## src/rtl/dx_pkg.sv

```systemverilog
package dx_pkg;
   typedef enum logic [2:0] {
      FLT_NONE     = 3'd0,
      FLT_ALIGN    = 3'd1,
      FLT_ACV      = 3'd2,
      FLT_PAGE     = 3'd3,
      FLT_MISS     = 3'd4,
      FLT_MISS_PTE = 3'd5
   } fault_e;

   localparam int ST_WR    = 0;
   localparam int ST_ACV   = 1;
   localparam int ST_FONR  = 2;
   localparam int ST_FONW  = 3;
   localparam int ST_BADVA = 4;
   localparam int ST_MISS  = 5;
   localparam int ST_W     = 6;
endpackage

```

## src/rtl/dx_align_chk.sv

```systemverilog
module dx_align_chk #(
   parameter int SZ_LG_W = 2,
   localparam int NSZ    = 1 << SZ_LG_W,
   localparam int LOW_W  = NSZ - 1
) (
   input  logic [LOW_W-1:0]   va_low,
   input  logic [SZ_LG_W-1:0] size_lg,
   output logic               misaligned
);
   logic [NSZ-1:0] bad_at;

   for (genvar k = 0; k < NSZ; k++) begin : g_size
      if (k == 0) begin : g_byte
         assign bad_at[k] = 1'b0;
      end else begin : g_wide
         assign bad_at[k] = (size_lg == SZ_LG_W'(k)) && (|va_low[k-1:0]);
      end
   end

   assign misaligned = |bad_at;
endmodule

```

## src/rtl/dx_va_check.sv

```systemverilog
module dx_va_check #(
   parameter int VA_W    = 64,
   parameter int VA_IMPL = 43,
   localparam int HI_W   = VA_W - VA_IMPL + 1
) (
   input  logic [HI_W-1:0] va_hi,
   output logic            canonical
);
   assign canonical = (&va_hi) || !(|va_hi);
endmodule

```

## src/rtl/dx_super_map.sv

```systemverilog
module dx_super_map #(
   parameter int VA_W     = 64,
   parameter int PA_W     = 44,
   parameter int SP_HI    = 47,
   parameter int SP_LO    = 41,
   parameter int SIGN_BIT = 40,
   parameter logic [SP_HI-SP_LO:0] SP_TAG = 7'h7e
) (
   input  logic [SP_HI:0]    va,
   output logic              is_super,
   output logic [VA_W-1:0]   sp_pa
);
   assign is_super = (va[SP_HI:SP_LO] == SP_TAG);

   for (genvar b = 0; b < VA_W; b++) begin : g_bit
      if (b <= SIGN_BIT) begin : g_pass
         assign sp_pa[b] = va[b];
      end else if (b < PA_W) begin : g_ext
         assign sp_pa[b] = va[SIGN_BIT];
      end else begin : g_zero
         assign sp_pa[b] = 1'b0;
      end
   end
endmodule

```

## src/rtl/dx_perm_chk.sv

```systemverilog
module dx_perm_chk
   import dx_pkg::*;
#(
   parameter int MODE_W = 2,
   localparam int NMODE = 1 << MODE_W
) (
   input  logic [MODE_W-1:0] mode,
   input  logic              write,
   input  logic [NMODE-1:0]  rd_en,
   input  logic [NMODE-1:0]  wr_en,
   input  logic              fonr,
   input  logic              fonw,
   output fault_e            fault,
   output logic [ST_W-1:0]   status
);
   logic rd_ok, wr_ok;
   assign rd_ok = rd_en[mode];
   assign wr_ok = wr_en[mode];

   always_comb begin
      fault  = FLT_NONE;
      status = '0;
      if (write) begin
         if (!wr_ok) begin
            fault           = FLT_ACV;
            status[ST_WR]   = 1'b1;
            status[ST_ACV]  = 1'b1;
            status[ST_FONW] = fonw;
         end else if (fonw) begin
            fault           = FLT_PAGE;
            status[ST_WR]   = 1'b1;
            status[ST_FONW] = 1'b1;
         end
      end else begin
         if (!rd_ok) begin
            fault           = FLT_ACV;
            status[ST_ACV]  = 1'b1;
            status[ST_FONR] = fonr;
         end else if (fonr) begin
            fault           = FLT_PAGE;
            status[ST_FONR] = 1'b1;
         end
      end
   end
endmodule

```

## src/rtl/dx_xlate_classify.sv

```systemverilog
module dx_xlate_classify
   import dx_pkg::*;
#(
   parameter int VA_W       = 64,
   parameter int VA_IMPL    = 43,
   parameter int PA_W       = 44,
   parameter int PAGE_SHIFT = 13,
   parameter int SZ_LG_W    = 2,
   parameter int MODE_W     = 2,
   parameter int KERNEL     = 0,
   parameter int SP_HI      = 47,
   parameter int SP_LO      = 41,
   parameter int SIGN_BIT   = 40,
   parameter logic [SP_HI-SP_LO:0] SP_TAG = 7'h7e,
   localparam int PPN_W     = PA_W - PAGE_SHIFT,
   localparam int NMODE     = 1 << MODE_W,
   localparam int LOW_W     = (1 << SZ_LG_W) - 1,
   localparam int HI_W      = VA_W - VA_IMPL + 1
) (
   input  logic               clk,
   input  logic               rst,
   input  logic               req_valid,
   input  logic [VA_W-1:0]    req_va,
   input  logic [SZ_LG_W-1:0] req_size_lg,
   input  logic               req_write,
   input  logic               req_phys,
   input  logic               req_alt,
   input  logic               req_pte,
   input  logic [MODE_W-1:0]  cur_mode,
   input  logic [MODE_W-1:0]  alt_mode,
   input  logic               tlb_hit,
   input  logic [PPN_W-1:0]   tlb_ppn,
   input  logic [NMODE-1:0]   tlb_rd_en,
   input  logic [NMODE-1:0]   tlb_wr_en,
   input  logic               tlb_fonr,
   input  logic               tlb_fonw,
   output logic               out_valid,
   output logic [VA_W-1:0]    out_pa,
   output logic [2:0]         out_fault,
   output logic [ST_W-1:0]    out_status
);
   if (PA_W > VA_W) begin : g_err_pa
      $error("PA_W must not exceed VA_W");
   end
   if (SIGN_BIT + 1 >= PA_W) begin : g_err_sign
      $error("SIGN_BIT must lie below PA_W-1");
   end
   if (SP_HI >= VA_W || SP_LO != SIGN_BIT + 1) begin : g_err_sp
      $error("superpage window must sit just above SIGN_BIT inside VA_W");
   end
   if (PAGE_SHIFT < LOW_W || PAGE_SHIFT >= PA_W) begin : g_err_page
      $error("PAGE_SHIFT out of range");
   end
   if (KERNEL >= NMODE) begin : g_err_kern
      $error("KERNEL must be a legal mode");
   end

   logic              misaligned, canonical, is_super;
   logic [VA_W-1:0]   sp_pa, hit_pa;
   logic [MODE_W-1:0] eff_mode;
   fault_e            perm_fault;
   logic [ST_W-1:0]   perm_status;

   assign eff_mode = req_alt ? alt_mode : cur_mode;

   dx_align_chk #(.SZ_LG_W(SZ_LG_W)) u_align (
      .va_low     (req_va[LOW_W-1:0]),
      .size_lg    (req_size_lg),
      .misaligned (misaligned)
   );

   dx_va_check #(.VA_W(VA_W), .VA_IMPL(VA_IMPL)) u_vachk (
      .va_hi     (req_va[VA_W-1:VA_IMPL-1]),
      .canonical (canonical)
   );

   dx_super_map #(
      .VA_W(VA_W), .PA_W(PA_W), .SP_HI(SP_HI), .SP_LO(SP_LO),
      .SIGN_BIT(SIGN_BIT), .SP_TAG(SP_TAG)
   ) u_super (
      .va       (req_va[SP_HI:0]),
      .is_super (is_super),
      .sp_pa    (sp_pa)
   );

   dx_perm_chk #(.MODE_W(MODE_W)) u_perm (
      .mode   (eff_mode),
      .write  (req_write),
      .rd_en  (tlb_rd_en),
      .wr_en  (tlb_wr_en),
      .fonr   (tlb_fonr),
      .fonw   (tlb_fonw),
      .fault  (perm_fault),
      .status (perm_status)
   );

   always_comb begin
      hit_pa           = '0;
      hit_pa[PA_W-1:0] = {tlb_ppn, req_va[PAGE_SHIFT-1:0]};
   end

   fault_e          nx_fault;
   logic [ST_W-1:0] nx_status;
   logic [VA_W-1:0] nx_pa;

   always_comb begin
      nx_fault  = FLT_NONE;
      nx_status = '0;
      nx_pa     = '0;
      if (misaligned) begin
         nx_fault         = FLT_ALIGN;
         nx_status[ST_WR] = req_write;
      end else if (req_phys) begin
         nx_pa = req_va;
      end else if (!canonical) begin
         nx_fault            = FLT_PAGE;
         nx_status[ST_BADVA] = 1'b1;
         nx_status[ST_WR]    = req_write;
      end else if (is_super) begin
         if (eff_mode != MODE_W'(KERNEL)) begin
            nx_fault          = FLT_ACV;
            nx_status[ST_ACV] = 1'b1;
            nx_status[ST_WR]  = req_write;
         end else begin
            nx_pa = sp_pa;
         end
      end else if (!tlb_hit) begin
         nx_fault           = req_pte ? FLT_MISS_PTE : FLT_MISS;
         nx_status[ST_MISS] = 1'b1;
         nx_status[ST_WR]   = req_write;
      end else begin
         nx_fault  = perm_fault;
         nx_status = perm_status;
         if (perm_fault == FLT_NONE) nx_pa = hit_pa;
      end
   end

   fault_e fault_q;

   always_ff @(posedge clk) begin
      if (rst) begin
         out_valid  <= 1'b0;
         out_pa     <= '0;
         fault_q    <= FLT_NONE;
         out_status <= '0;
      end else begin
         out_valid <= req_valid;
         if (req_valid) begin
            out_pa     <= nx_pa;
            fault_q    <= nx_fault;
            out_status <= nx_status;
         end
      end
   end

   assign out_fault = fault_q;
endmodule

```

## config.mk

```make
export PLATFORM = sky130hd
export DESIGN_NAME = dx_xlate_classify
export DESIGN_NICKNAME = d
export VERILOG_FILES = /design/src/rtl/dx_pkg.sv /design/src/rtl/dx_align_chk.sv /design/src/rtl/dx_va_check.sv /design/src/rtl/dx_super_map.sv /design/src/rtl/dx_perm_chk.sv /design/src/rtl/dx_xlate_classify.sv
export SDC_FILE = /design/constraint.sdc
export NUM_CORES = 1
export LEC_CHECK = 0
export BUFFER_PORTS_ARGS = -buffer_cell sky130_fd_sc_hd__buf_2
export CORE_ASPECT_RATIO = 0.7
export CORE_MARGIN = 2
export CORE_UTILIZATION = 50
export DETAILED_ROUTE_END_ITERATION = 10
export GPL_ROUTABILITY_DRIVEN = 0
export GPL_TIMING_DRIVEN = 0
export PLACE_DENSITY = 0.86
export SETUP_SLACK_MARGIN = 0.05
export SLEW_MARGIN = 25
export SYNTH_ARGS = -nofsm -noshare
export SYNTH_HDL_FRONTEND = slang
export SYNTH_HIERARCHICAL = 1
export SYNTH_SLANG_ARGS = --single-unit
```

## constraint.sdc

```tcl
create_clock -name clk -period 4.1 [get_ports clk]
set_clock_uncertainty 0.05 [all_clocks]
set_input_delay 0.615 -clock clk [delete_from_list [all_inputs] [get_ports clk]]
set_output_delay 0.615 -clock clk [all_outputs]
set_load 0.02 [all_outputs]
```

Word level (Yosys, flattened, before mapping)
Cells that the tools add are included.
Widths: inputs -> output; s select.
Word-level totals
  register bits after elaboration: 74
  input port bits: 119
  logic and storage cells: 69
Cells by class
  $lt $le $gt $ge: 1
  equal/unequal tests: 4
  multiplexer cells: 48
  reduce and logical (&&, ||, !) cells: 12
Operators by type and width (number)
  $mux 64: 4
  $mux 44: 3
  $mux 3: 10
  $reduce_and 22->1: 1
  $reduce_or 22->1: 1
  $mux 1: 20
  $mux 2: 6
  $eq 7x7->1 const B: 1
  $mux 6: 1
  $reduce_or 3->1: 2
  $mux 5: 1
  $bmux 1 s2: 2
  $eq 2x2->1 const B: 2
  $mux 4: 1
  $logic_and 1x1->1: 3
  $logic_not 3->1: 1
  $lt 2x3->1 const B: 1
  $eq 2x1->1 const B: 1
  $reduce_bool 2->1: 1
  $reduce_or 2->1: 1
  $logic_not 1->1: 1
  $logic_or 1x1->1: 1

Depth between registers and ports, before layout
Gate-level depths: netlist of the first run.
  depth in word-level cells: 12
  gate-level depth with buffers: 10
  mapped depth without buffers: 8

Cells and area by module
Netlist of the first run, hierarchy kept.
Modules (own cells, without submodules)
  dx_xlate_classify: instances 1, cells each 339, area an instance 3208.1 um^2
  dx_super_map: instances 1, cells each 68, area an instance 501.7 um^2
  dx_perm_chk: instances 1, cells each 16, area an instance 171.4 um^2
  dx_va_check: instances 1, cells each 14, area an instance 102.6 um^2
  dx_align_chk: instances 1, cells each 4, area an instance 18.8 um^2

Worst setup path after synthesis of the first run
OpenSTA, ideal clock, no wires.
  path type: input-to-reg
  start: input port req_alt
  end: register out_pa[15]
  setup time: 0.071 ns
  arrival time: 2.890 ns
  path slack: 1.089 ns
  stages on the path: 9
  cell sequence: mux2_2 mux4_2 a22o_1 or3_1 nor4_4 nor2b_1 buf_4 buf_2 o2bb2ai_1
Between the ends
  word-level cells in the longest chain between the ends: 12
Ends and longest elaborated chain
  start, declared: RTL line dx_xlate_classify.sv:27  | input logic req_alt,
  $mux 2 (*): RTL line dx_xlate_classify.sv:64  | assign eff_mode = req_alt ? alt_mode : cur_mode;
  $bmux 1 s2, on equally long branches: RTL line dx_perm_chk.sv:17, dx_perm_chk.sv:18
  $mux 1, on equally long branches: RTL line dx_perm_chk.sv:17, dx_perm_chk.sv:18
  $mux 3, on equally long branches: RTL line dx_perm_chk.sv:35, dx_perm_chk.sv:24
  $mux 3 (*): RTL line dx_perm_chk.sv:23  | if (write) begin
  via perm_fault[0]: RTL line dx_xlate_classify.sv:61  | fault_e perm_fault;
  $logic_not 3->1 (*): RTL line dx_xlate_classify.sv:134  | if (perm_fault == FLT_NONE) nx_pa = hit_pa;
  $mux 44 (*): RTL line dx_xlate_classify.sv:134
  $mux 44 (*): RTL line dx_xlate_classify.sv:127  | end else if (!tlb_hit) begin
  $mux 64 (*): RTL line dx_xlate_classify.sv:119  | end else if (is_super) begin
  $mux 64 (*): RTL line dx_xlate_classify.sv:115  | end else if (!canonical) begin
  $mux 64 (*): RTL line dx_xlate_classify.sv:113  | end else if (req_phys) begin
  $mux 64 (*): RTL line dx_xlate_classify.sv:110  | if (misaligned) begin
  end signal, assigned: RTL line dx_xlate_classify.sv:149  | out_pa <= nx_pa;
  end, declared: RTL line dx_xlate_classify.sv:38  | output logic [VA_W-1:0] out_pa,
Mark *: on every way through the listed nets, which the timed path passes. The rest lies on a longest branch. The select of a mux whose other input is x is not followed.
A chain may end at the register's enable or synchronous reset.

Final worst setup path of the first run
  start: input port req_va[50]
  end: register out_pa[25]
Between the ends
  word-level cells in the longest chain between the ends: 6
Ends and longest elaborated chain
  start, declared: RTL line dx_xlate_classify.sv:23  | input logic [VA_W-1:0] req_va,
  $reduce_or 22->1: RTL line dx_va_check.sv:9  | assign canonical = (&va_hi) || !(|va_hi);
  $logic_not 1->1: RTL line dx_va_check.sv:9
  $logic_or 1x1->1 (*): RTL line dx_va_check.sv:9
  via canonical: RTL line dx_xlate_classify.sv:58  | logic misaligned, canonical, is_super;
  $mux 64 (*): RTL line dx_xlate_classify.sv:115
  $mux 64 (*): RTL line dx_xlate_classify.sv:113
  $mux 64 (*): RTL line dx_xlate_classify.sv:110
Mark *: on every way through the listed nets, which the timed path passes. The rest lies on a longest branch.

==> results.md, run 1 <==
- The final hold violation count is 0.
- After clock tree synthesis, the clock-pin slew on the worst setup and hold paths is roughly 0.060 ns.
- Buffers inserted during clock tree synthesis total 9.
- The Yosys warning count is 6.
- The full die area is 8750 sq um.
- After routing the design area is ~5500 sq um.
- At the later pin of the worst-skew pair, clock insertion delay measures between 0.3 and 0.4 ns.
- In the routed design, unresolved DRC markers number 0.
- The total I/O pin count is 193.
- The synthesis-stage register bit count is 74.
- The actual slew at the worst max-slew pin is 0.987 ns.
- The floorplan has 27 rows.
- Global routing consumed, on the met3 layer, between 8 and 9% of the routing resources.
- The worst hold path was traced through 2 stages.
- The floorplan step defined a core boundary enclosing between 7000 and 8000 sq um.
- After layout, the minimum clock period comes to 3.54 ns.
- The via count of the first global-routing pass is roughly 4200.
- The run finished with clean final reports.
- Once placement finished, the instance area stood at between 5000 and 6000 sq um.
- The tree is rooted in a sky130_fd_sc_hd__clkbuf_16.
- The hold buffer count at cts is 0.
- TritonCTS built the clock tree.
- Summing all multi-input logic gate instances after layout gives ~1900 sq um.
- The max-slew violation count was 0.
- Once detailed placement completed, the half-perimeter wirelength came to approximately 10000 um.
- The leading register cell type out of synthesis is sky130_fd_sc_hd__dfxtp_1.
- The initial antenna violation count was 0.
- The H-tree was split into 3 levels.
- Summed over all layers, the routed wires come to approximately 13000 um.
- The critical path goes through buf_2 > or4_1 > o41ai_2 > nand2b_1 > nor4_4 > nor2b_1 > buf_4 > buf_2 > o2bb2ai_1.
- The vertical die dimension is about 80 um.
- Before antenna repair, the detailed router went through 6 iterations.
- The startpoint of the tightest hold check path is out_status[5].
- The final sum of negative setup slack is 0 ns.
- Fill cells in the final layout number between 600 and 700.
- The cell count after synthesis is ~440.
- Final hold analysis gives a worst-case slack of 0.412 ns.
- The worst hold path terminates at out_status[5].
- The worst slew margin relative to its limit is 33.5%.
- The slowest stage cell on the critical path is sky130_fd_sc_hd__o41ai_2.
- The buffer depth of the longest clock path is 2.
- The cell with the most instances on the worst path is sky130_fd_sc_hd__buf_2.
- Dividing the final minimum period by the clock period gives 86.4%.
- The sequential cell area is 1480 sq um.
- The fraction of final layout cells with drive strength greater than 1 is a little over two fifths.
- The worst register-to-register path has a setup slack of 3.04 ns.
- The number of different library cells used by synthesis comes to 45.
- The arrival time of the worst setup path is about 3.7 ns.
- Grouping stages by cell kind, the critical path spends the most delay in simple AND/OR/NAND/NOR gates.
- Detailed routing inserted a total of 4480 vias.
- The worst register-to-register path begins at out_pa[25].
- Post-CTS repair changed the size of 0 cells.
- The number of DRC markers after the initial detailed-route iteration is 525.
- After detailed routing, the average wire length per cell comes to between 15 and 20 um.
- Global routing consumed, on the met1 layer, about 36% of the routing resources.
- The share of the yosys chip area belonging to registers is 37.0%.
- The worst supply voltage drop on vdd is 0.168 mV.
- The worst register-to-register path has a depth of 2.
- The leakage power figure is around 2.5 nW.
- Compared with the post-synthesis result, the final layout area differs by 36.8%.
- The maximum number of pins on one net before global-route repair is 12.
- The post-CTS setup buffer count is 0.
- The worst setup path category is input pin to flip-flop.
- The setup-violating endpoint count in the final report is 0.
- Across the run, the number of max-cap violations was 0.
- The clock sink count is 74.
- The detail route stage leaves a number of antenna-violating nets equal to 0.
- STA classifies the critical path startpoint as an input pin.
- The worst register-to-register path ends at out_pa[25].
- The number of buffers and inverters on the critical path is 3.
- The worst setup path is captured at a flip-flop.
- The count of nets after finishing is between 700 and 800.
- The number of flops mapped to enable cells by yosys is 0.
- The total power divided by cell area is between 300 and 400 nW/um^2.
- The mapped netlist covers 4000 sq um.
- The worst min-delay path class is flip-flop to flip-flop.
- The via density per instance is slightly below 6.
- The number of input and output port buffers inserted is 190.
- In this run the worst path has a maximum fanout of 10.
- The starting utilization of the core area is 51.3%.
- At the worst endpoint, the required time is 4.29 ns.
- The launch point of the worst path is req_va[50].
- Static timing analysis puts the maximum clock frequency at roughly 280 MHz.
- Leaving out fill and tap cells, the most frequent cells in the layout are sky130_fd_sc_hd__buf_2 (199), sky130_fd_sc_hd__dfxtp_1 (74), sky130_fd_sc_hd__buf_4 (69), sky130_fd_sc_hd__a222oi_1 (48), sky130_fd_sc_hd__nor2_1 (32).
- The total overflow reported by the global router is 0.
- The global routing stage identified its most utilized layer as met2.
- The most common cell after layout, fill and taps aside is sky130_fd_sc_hd__buf_2.
- The per-instance average area after synthesis is slightly above 9 sq um.
- The met2 capacity usage during global routing is between 40% and 50%.
- The first global-routing pass estimated 20500 um of wire.
- The width of the die is ~110 um.
- The number of antenna diodes in the final layout is 0.
- The longest individual stage delay on the worst path is 0.87 ns.
- Global routing used roughly 29% of the available tracks across all layers.
- Setup repair after global routing left no endpoint under its margin.
- The share of synthesized flip-flops with an asynchronous set or reset is 0%.
-- Yosys cell counts, types with 2 or more instances --
library cell                instances  area share (%)
sky130_fd_sc_hd__a21oi_1           23             2.9
sky130_fd_sc_hd__a221oi_1          10             2.2
sky130_fd_sc_hd__a222oi_1          48              12
sky130_fd_sc_hd__a22oi_1            8             1.5
sky130_fd_sc_hd__a31oi_1            6            0.94
sky130_fd_sc_hd__buf_2              9             1.1
sky130_fd_sc_hd__buf_4             69              13
sky130_fd_sc_hd__clkbuf_1          22             2.1
sky130_fd_sc_hd__conb_1             2            0.19
sky130_fd_sc_hd__dfxtp_1           74              37
sky130_fd_sc_hd__inv_1              6            0.56
sky130_fd_sc_hd__mux2_2             2            0.56
sky130_fd_sc_hd__mux2i_1            2            0.50
sky130_fd_sc_hd__mux4_2             4             2.3
sky130_fd_sc_hd__nand2_1           25             2.3
sky130_fd_sc_hd__nand2b_1           4            0.63
sky130_fd_sc_hd__nand3_1            5            0.63
sky130_fd_sc_hd__nand4_1            7             1.1
sky130_fd_sc_hd__nand4bb_1          2            0.56
sky130_fd_sc_hd__nor2_1            32             3.0
sky130_fd_sc_hd__nor2b_1           14             2.2
sky130_fd_sc_hd__nor3_1             4            0.50
sky130_fd_sc_hd__nor4_1             6            0.94
sky130_fd_sc_hd__o21ai_0            8             1.0
sky130_fd_sc_hd__o21ai_1            2            0.25
sky130_fd_sc_hd__o2bb2ai_1         27             5.9
sky130_fd_sc_hd__or3_1              2            0.31
-- power breakdown --
part	switching, mW	internal (mW)
registers	0.00967	0.738
clock network	0.285	0.539
logic	0.155	0.140
-- worst max-delay path by stage --
stage               cells past startpoint          to  slack [ns]
global placement                        9  out_pa[29]        0.44
CTS                                     9  out_pa[25]        0.63
floorplan                               9  out_pa[15]        1.09
detailed placement                      9  out_pa[25]        0.32
finish                                  9  out_pa[25]        0.56
global route                            9  out_pa[25]        0.46
-- routing by layer --
layer | vias up | share of wire (%)
li1 | 2075 | -
met1 | 2123 | 41
met2 | 257 | 47
met3 | 25 | 11
met4 | 0 | 1.6
met5 | - | 0
-- tightest hold or removal path, stage by stage, from the launching register on --
cell                      delay, ns
sky130_fd_sc_hd__dfxtp_1       0.30
sky130_fd_sc_hd__nand2_1       0.06
sky130_fd_sc_hd__a21oi_1       0.05
-- stage by stage --
stage                     setup WS (ns)  total power, mW  instances  utilization (%)
final                             0.559             1.87        769             70.2
after global routing              0.457             1.93        769             70.2
after CTS                         0.633             1.87        769             70.2
after detailed placement          0.322             1.05        753             66.1
after global placement            0.439             1.04        753             66.1
after floorplan                    1.09            0.926        462                -
-- sequential cells by signal, indices dropped and copies added (netlist names) --
signal,count
out_pa,64
out_status,6
out_fault,3
out_valid,1
-- final cells by class --
class,instances,share of cell area (%)
repair buffers,190,17.4
well taps,101,2.31
flip-flops and latches,74,27.1
clock inverters,1,0.548
multi-input cells,280,35.1
inverters,7,0.480
plain buffers,101,11.9
clock buffers,15,5.25
-- cell families after synthesis --
group	synth area share, %
AO/OA/AOI/OAI	28.5
other	0.188
flip-flops	37.0
multiplexers	3.31
buffers and inverters	16.9
AND/OR/NAND/NOR	14.1
No activity file was read; power rests on OpenSTA's default activity.
==> run 2: changes to the inputs <==
ABC_AREA = 1   (was not set)
CORE_UTILIZATION = 54   (was 50)
PLACE_DENSITY = 0.87   (was 0.86)
==> results.md, run 2 <==
- The number of rows created at floorplan is 29 (was 27).
- The final hold violation count is 0 (unchanged).
- The share of the yosys chip area belonging to registers is 29.0% (was 37.0%).
- The cell count after synthesis is 787 (was 441).
- The total CTS buffers came to 9 (unchanged).
- The post-cts gate resize count was 0 (unchanged).
- The share of synthesized flip-flops with an asynchronous set or reset was 0% (unchanged).
- The leading register cell type out of synthesis is sky130_fd_sc_hd__dfxtp_1 (unchanged).
- The via density per instance is 5.24 (was 5.83).
- The vias after detailed routing is 5939 (was 4480).
- Commonest cells in the netlist: sky130_fd_sc_hd__nand2_1 (207), sky130_fd_sc_hd__nand3_1 (110), sky130_fd_sc_hd__a21oi_1 (75), sky130_fd_sc_hd__dfxtp_1 (74) (was sky130_fd_sc_hd__dfxtp_1 (74), sky130_fd_sc_hd__buf_4 (69), sky130_fd_sc_hd__a222oi_1 (48), sky130_fd_sc_hd__nor2_1 (32), sky130_fd_sc_hd__o2bb2ai_1 (27)).
- The synthesis-stage register bit count is 74 (unchanged).
- The growth of design area from synthesis to finish is 28.2% (was 36.8%).
- The post-layout minimum cycle time is 2.45 ns (was 3.54 ns).
- The clock tree root buffer cell is sky130_fd_sc_hd__clkbuf_16 (unchanged).
- RSZ-0062 raised after global routing: false (unchanged).
- The cell with the most instances after synthesis is sky130_fd_sc_hd__nand2_1 (was sky130_fd_sc_hd__dfxtp_1).
- The fraction of final layout cells with drive strength greater than 1 was 30.3% (was 43.9%).
- The via count of the first global-routing pass came to 5401 (was 4218).
- The final cell count without fillers came to 1134 (was 769).
- The placed cell area is 6290 sq um (was 5160 sq um).
- The launch point of the worst path was req_alt (was req_va[50]).
- The most common cell after layout, fill and taps aside is sky130_fd_sc_hd__nand2_1 (was sky130_fd_sc_hd__buf_2).
- The starting utilization of the core area was 55.9% (was 51.3%).
- The peak fanout along the critical path is 10 (unchanged).
- The vertical die dimension was 85.4 um (was 78.9 um).
- The register name with the most flops is out_pa (unchanged).
- The per-instance average area after synthesis came to 6.49 sq um (was 9.08 sq um).
- The worst setup path category is input pin to flip-flop (unchanged).
- The worst slew margin relative to its limit is 57.9% (was 33.5%).
- The initial antenna violation count came to 0 (unchanged).
- The count of nets after finishing was 1127 (was 782).
- The arrival time of the worst setup path is 2.67 ns (was 3.73 ns).
- Top cells by area, synth: sky130_fd_sc_hd__dfxtp_1 (29%), sky130_fd_sc_hd__nand2_1 (15%), sky130_fd_sc_hd__nand3_1 (11%) (was sky130_fd_sc_hd__dfxtp_1 (37%), sky130_fd_sc_hd__buf_4 (13%), sky130_fd_sc_hd__a222oi_1 (12%)).
- The number of diodes added for antenna fixing is 0 (unchanged).
- The total overflow reported by the global router was 0 (unchanged).
- The Yosys warning count is 6 (unchanged).
- The share of the clock period used by the worst path came to 59.9% (was 86.4%).
- The endpoint type of the worst setup path is a flip-flop (unchanged).
- The start of the worst register-to-register path is out_pa[38] (was out_pa[25]).
- The worst min-delay path class is flip-flop to flip-flop (unchanged).
- The core footprint is 9140 sq um (was 7800 sq um).
- The required time of the critical path is 4.31 ns (was 4.29 ns).
- The width of the die is 120 um (was 111 um).
- The full die area is 10300 sq um (was 8750 sq um).
- The total half-perimeter wirelength after legalization and detailed placement is 11900 um (was 10200 um).
- The level count of the clock H-tree is 3 (unchanged).
- Status: completed (unchanged).
- The number of flip-flops under the largest register name is 64 (unchanged).
- The combined area of all synthesized cells is 5110 sq um (was 4000 sq um).
- The clock latency on the worst-skew pair is 0.33 ns (was 0.32 ns).
- The destination of the worst register-to-register timing path is out_pa[38] (was out_pa[25]).
- The number of flops mapped to enable cells by yosys is 0 (unchanged).
- The cell total after placement is 1121 (was 753).
- Commonest cells after routing, fill and taps aside: sky130_fd_sc_hd__nand2_1 (207), sky130_fd_sc_hd__buf_2 (205), sky130_fd_sc_hd__nand3_1 (110), sky130_fd_sc_hd__a21oi_1 (75), sky130_fd_sc_hd__dfxtp_1 (74) (was sky130_fd_sc_hd__buf_2 (199), sky130_fd_sc_hd__dfxtp_1 (74), sky130_fd_sc_hd__buf_4 (69), sky130_fd_sc_hd__a222oi_1 (48), sky130_fd_sc_hd__nor2_1 (32)).
- The filler cell count in the final layout came to 787 (was 636).
- The actual slew at the worst max-slew pin came to 0.632 ns (was 0.987 ns).
- The TritonCTS clock tree was built (unchanged).
- The number of maximum-capacitance violations came to 0 (unchanged).
- The total I/O pin count was 193 (unchanged).
- The post-detailed-route count of antenna-violating nets is 0 (unchanged).
- The worst supply voltage drop on vdd was 0.203 mV (was 0.168 mV).
- The area fraction of the dominant cell type after synthesis was 29.0% (was 37.0%).
- The wire length of the first global-routing pass came to 25500 um (was 20500 um).
- The detailed-route wire length came to 15900 um (was 13300 um).
- The clock transition at the register clock pins on the worst setup and hold paths after CTS is 0.06 ns (about the same).
- The number of distinct library cells after synthesis is 30 (was 45).
- The total power divided by cell area is 283 nW/um^2 (was 341 nW/um^2).
- The buffer depth of the longest clock path came to 2 (unchanged).
- The highest clock frequency the design can meet is 407 MHz (was 282 MHz).
- The number of input and output port buffers inserted is 189 (was 190).
- The maximum number of pins on one net before global-route repair is 11 (was 12).
- The number of DRC markers after the initial detailed-route iteration was 562 (was 525).
- The hold buffer count at cts is 0 (unchanged).
- The internal reg-to-reg setup slack was 3.25 ns (was 3.04 ns).
- The max-slew violation count is 0 (unchanged).
- The final sum of negative setup slack is 0 ns (unchanged).
- The setup-violating endpoint count in the final report is 0 (unchanged).
- The leakage power figure was 3.34 nW (was 2.53 nW).
- The worst-case reg-to-reg path depth was 3 (was 2).
- The cell type with the highest aggregate area in the netlist is sky130_fd_sc_hd__dfxtp_1 (unchanged).
- The detail-routed net length per standard cell is 14.0 um (was 17.3 um).
- The pre-CTS setup slack is 1.34 ns (was 0.322 ns).
- The count of unresolved DRC violations after routing is 0 (unchanged).
- The end of the critical path is out_pa[26] (was out_pa[25]).
- The global routing usage summed across all routing layers came to 30.7% (was 28.9%).
- The final setup slack of the worst path was 1.65 ns (was 0.559 ns).
- The count of TritonRoute iterations in the first routing pass is 5 (was 6).
- The post-route standard cell area excluding fillers is 6550 sq um (was 5480 sq um).
- The startpoint kind of the worst setup timing path is an input pin (unchanged).
- The clock sink count is 74 (unchanged).
- The post-CTS setup buffer count came to 0 (unchanged).
run 2: cell count changes in the layout (fill, tap and decap cells not counted), sizes merged, moves of 10 or more:
cell and change:
nor2b -14, a222oi -48, a22o +42, o2bb2ai -27, buf +16, nand2 +186
nand3 +109, a221oi -10, a21oi +51, inv +66
run 2: layer usage:
layer / share of wire [%] / GRT usage (%) / vias to the layer above
li1: - / - / 2950
met1: 45 / 41.5 / 2668
met2: 43 / 48.3 / 282
met3: 8.6 / 6.99 / 39
met4: 2.6 / 10.7 / 0
met5: 0 / 0 / -
run 2: final cells by class:
| type | count | area [sq um] | share of cell area (%) |
|---|---|---|---|
| clock buffer | 13 | 260 | 3.97 |
| buffer | 120 | 752 | 11.5 |
| timing repair buffer | 189 | 946 | 14.4 |
| inverter | 75 | 282 | 4.30 |
| sequential | 74 | 1480 | 22.6 |
| multi-input combinational | 539 | 2670 | 40.8 |
| tap | 124 | 155 | 2.37 |
run 2: metrics by stage:
stage | total power, mW | utilization (%) | hold slack, ns
2_1_floorplan | 0.999 | - | 0.491
3_3_place_gp | 1.14 | 68.8 | 0.403
3_5_place_dp | 1.14 | 68.8 | 0.403
4_1_cts | 1.85 | 71.6 | 0.412
5_1_grt | 1.93 | 71.6 | 0.431
6_report | 1.85 | 71.6 | 0.410
run 2: cell families (layout without fill, tap and decap cells):
group,after synthesis,in the layout,synth area share [%]
AO/OA/AOI/OAI,147,147,18.7
flip-flops,74,74,29.0
other,2,23,0.147
AND/OR/NAND/NOR,369,369,31.9
buffers and inverters,195,397,20.2
run 2: where the power goes:
group | internal (mW) | leakage, nW | switching [mW]
combinational | 0.161 | 2.61 | 0.224
sequential | 0.739 | 0.600 | 0.0102
clock | 0.433 | 0.128 | 0.287
run 2: critical path, cell delays in order:
cell                       delay, ns
sky130_fd_sc_hd__buf_2          0.13
sky130_fd_sc_hd__inv_2          0.06
sky130_fd_sc_hd__nand2_1        0.06
sky130_fd_sc_hd__nand2_2        0.13
sky130_fd_sc_hd__inv_2          0.11
sky130_fd_sc_hd__nand2_1        0.07
sky130_fd_sc_hd__nand3_2        0.07
sky130_fd_sc_hd__nand3b_1       0.09
sky130_fd_sc_hd__nand2_1        0.08
sky130_fd_sc_hd__nand2_1        0.07
sky130_fd_sc_hd__nor2_1         0.11
sky130_fd_sc_hd__nand2_1        0.08
sky130_fd_sc_hd__inv_1          0.15
sky130_fd_sc_hd__clkbuf_1       0.39
sky130_fd_sc_hd__nand3_1        0.13
sky130_fd_sc_hd__nand2_1        0.09
sky130_fd_sc_hd__nand3_1        0.08
sky130_fd_sc_hd__a21oi_1        0.15
run 2: how the worst min path moves through the flow:
stage / from / end / slack, ns / cells past startpoint
2_1_floorplan: out_fault[1] / out_fault[1] / 0.49 / 2
3_3_place_gp: out_pa[42] / out_pa[42] / 0.40 / 2
3_5_place_dp: out_fault[2] / out_fault[2] / 0.40 / 2
4_1_cts: out_fault[2] / out_fault[2] / 0.41 / 2
5_1_grt: out_fault[2] / out_fault[2] / 0.43 / 2
6_report: out_fault[2] / out_fault[2] / 0.41 / 2
==> run 3: changes to the inputs <==
ABC_AREA = 0   (was 1)
CORE_UTILIZATION = 47   (was 54)
PLACE_DENSITY = 0.81   (was 0.87)
clock period = 2.5 ns   (was 4.1 ns; I/O delays follow)
==> results.md, run 3 (synthesis gave the netlist of run 1 again) <==
- The maximum number of pins on one net before global-route repair came to 12 (was 11).
- The clock latency on the worst-skew pair was 0.33 ns (about the same).
- The total CTS buffers is 9 (unchanged).
- The worst min-delay path class is input pin to flip-flop (was flip-flop to flip-flop).
- The worst path in the final design needs a cycle of 2.48 ns, including I/O delays and setup.
- The slowest stage cell on the critical path is sky130_fd_sc_hd__nor4_1 (was sky130_fd_sc_hd__clkbuf_1).
- The global routing usage summed across all routing layers is 28.3% (was 30.7%).
- The number of flip-flops under the largest register name is 64 (unchanged).
- The detailed-route wire length is 13900 um (was 15900 um).
- The growth of design area from synthesis to finish is 43.1% (was 28.2%).
- The fraction of the core area covered by cells at the end of the flow is 68.4% (was 71.6%).
- The post-route standard cell area excluding fillers is 5730 sq um (was 6550 sq um).
- The worst supply voltage drop on vdd is 0.345 mV (was 0.203 mV).
- The total overflow reported by the global router is 0 (unchanged).
- The total design power is 3.11 mW (was 1.85 mW).
- The count of TritonRoute iterations in the first routing pass is 6 (was 5).
- The clock transition at the register clock pins on the worst setup and hold paths after CTS came to 0.06 ns (about the same).
- Cell breakdown of the critical path: buf_2 > nor4_1 > nand4_1 > o41ai_4 > buf_4 > nand2b_1 > nor4_4 > nor2b_4 > buf_6 > clkbuf_16 > o2bb2ai_1 (was buf_2 > inv_2 > nand2_1 > nand2_2 > inv_2 > nand2_1 > nand3_2 > nand3b_1 > nand2_1 > nand2_1 > nor2_1 > nand2_1 > inv_1 > clkbuf_1 > nand3_1 > nand2_1 > nand3_1 > a21oi_1).
- The highest clock frequency the design can meet is ~400 MHz.
- The full die area came to 9280 sq um (was 10300 sq um).
- The count of nets after finishing was 794 (was 1127).
- The required time of the critical path is 2.70 ns (was 4.31 ns).
- The sequential cell area was 1480 sq um (unchanged).
- The total half-perimeter wirelength after legalization and detailed placement is 10300 um (was 11900 um).
- The detail-routed net length per standard cell is 17.7 um (was 14.0 um).
- The starting utilization of the core area is 47.8% (was 55.9%).
- The worst setup path category is input pin to flip-flop (unchanged).
- The vias after detailed routing is 4515 (was 5939).
- The endpoint type of the worst setup path is a flip-flop (unchanged).
- The filler cell count in the final layout is 703 (was 787).
- The max-slew violation count is 0 (unchanged).
- The cell total after placement was 757 (was 1121).
- The core footprint came to 8370 sq um (was 9140 sq um).
- The initial antenna violation count is 0 (unchanged).
- The number of DRC markers after the initial detailed-route iteration was 458 (was 562).
- The via density per instance is 5.75 (was 5.24).
- The register name with the most flops was out_pa (unchanged).
- The longest individual stage delay on the worst path is 0.37 ns (was 0.39 ns).
- The actual slew at the worst max-slew pin is 0.689 ns (was 0.632 ns).
- The count of unresolved DRC violations after routing is 0 (unchanged).
- The total I/O pin count came to 193 (unchanged).
- The worst hold-check slack came to 0.188 ns (was 0.410 ns).
- The number of input and output port buffers inserted is 190 (was 189).
- The wire length of the first global-routing pass is 20200 um (was 25500 um).
- The worst path uses about 99% of the clock period.
- Commonest cells after routing, fill and taps aside: sky130_fd_sc_hd__buf_2 (193), sky130_fd_sc_hd__buf_4 (81), sky130_fd_sc_hd__dfxtp_1 (74), sky130_fd_sc_hd__a222oi_1 (48), sky130_fd_sc_hd__nor2_1 (32) (was sky130_fd_sc_hd__nand2_1 (207), sky130_fd_sc_hd__buf_2 (205), sky130_fd_sc_hd__nand3_1 (110), sky130_fd_sc_hd__a21oi_1 (75), sky130_fd_sc_hd__dfxtp_1 (74)).
- The vertical die dimension is 81.2 um (was 85.4 um).
- The number of diodes added for antenna fixing is 0 (unchanged).
- The peak fanout along the critical path is 5 (was 10).
- The post-detailed-route count of antenna-violating nets was 0 (unchanged).
- The setup-violating endpoint count in the final report came to 0 (unchanged).
- The hold buffer count at cts is 0 (unchanged).
- The arrival time of the worst setup path came to 2.69 ns (was 2.67 ns).
- The final cell count without fillers is 785 (was 1134).
- The number of rows created at floorplan is 28 (was 29).
- The leakage power figure was 2.64 nW (was 3.34 nW).
- The level count of the clock H-tree is 3 (unchanged).
- The buffering stage count on the worst path with inverters included came to 4 (was 5).
- The gate family responsible for the most delay along the worst path is simple AND/OR/NAND/NOR gates (unchanged).
- The worst slew margin relative to its limit is 54.1% (was 57.9%).
- The buffer depth of the longest clock path is 2 (unchanged).
- The fraction of final layout cells with drive strength greater than 1 is 46.3% (was 30.3%).
- The TritonCTS clock tree was built (unchanged).
- The placed cell area is 5180 sq um (was 6290 sq um).
- The startpoint kind of the worst setup timing path is an input pin (unchanged).
- The clock tree root buffer cell is sky130_fd_sc_hd__clkbuf_16 (unchanged).
- The clock sink count is 74 (unchanged).
- The final hold violation count is 0 (unchanged).
- Status: completed (unchanged).
- The most common cell after layout, fill and taps aside is sky130_fd_sc_hd__buf_2 (was sky130_fd_sc_hd__nand2_1).
- The area of combinational cells with multiple inputs is 2010 sq um (was 2670 sq um).
- The via count of the first global-routing pass is 4180 (was 5401).
- The width of the die came to 114 um (was 120 um).
- The number of maximum-capacitance violations is 0 (unchanged).
- RSZ-0062 raised after global routing: true (was false).
- The total power divided by cell area came to 542 nW/um^2 (was 283 nW/um^2).
-- run 3: path summary, 6_finish.rpt --
kind                      start       endpoint  slack, ns  depth (start not counted)
setup / recovery     req_va[42]     out_pa[29]       0.02                         11
hold reg to reg   out_status[5]  out_status[5]       0.42                          2
setup reg to reg     out_pa[29]     out_pa[29]       1.45                          3
hold / removal       tlb_ppn[7]     out_pa[20]       0.19                          2
-- run 3: final cells by class --
cell class / count / share of cell area (%)
well taps: 105 / 2.29
multi-input cells: 280 / 35.1
clock inverters: 2 / 1.05
inverters: 7 / 0.459
flip-flops and latches: 74 / 25.9
clock buffers: 14 / 4.43
plain buffers: 101 / 12.1
repair buffers: 202 / 18.7
-- run 3: metrics by stage --
stage	setup TNS, ns	worst slack, ns
3_3_place_gp	-28.66	-0.661
4_1_cts	0	0.0169
3_5_place_dp	-31.10	-0.730
2_1_floorplan	-4.89	-0.170
6_report	0	0.0155
5_1_grt	-0.591	-0.0460
-- run 3: report_power, final --
part	internal [mW]	switching, mW	leakage, nW	total, mW
clock	0.903	0.476	0.151	1.38
sequential	1.21	0.0163	0.600	1.23
combinational	0.239	0.263	1.89	0.503
total	2.35	0.755	2.64	3.11
-- run 3: per-layer routing --
| layer | wire length [um] | vias up | GRT usage (%) |
|---|---|---|---|
| met5 | 0 | - | 0 |
| met4 | 165 | 0 | 9.02 |
| met3 | 1210 | 17 | 8.21 |
| met2 | 6510 | 220 | 48.3 |
| met1 | 5990 | 2176 | 34.7 |
| li1 | - | 2102 | - |
-- run 3: repair_timing --
item | CTS | global route
buffers inserted | 9 | 2
resized for setup | 11 | 18
pin swaps | 2 | 6
gates cloned | 0 | 1
endpoints found under the setup margin | 45 | 44
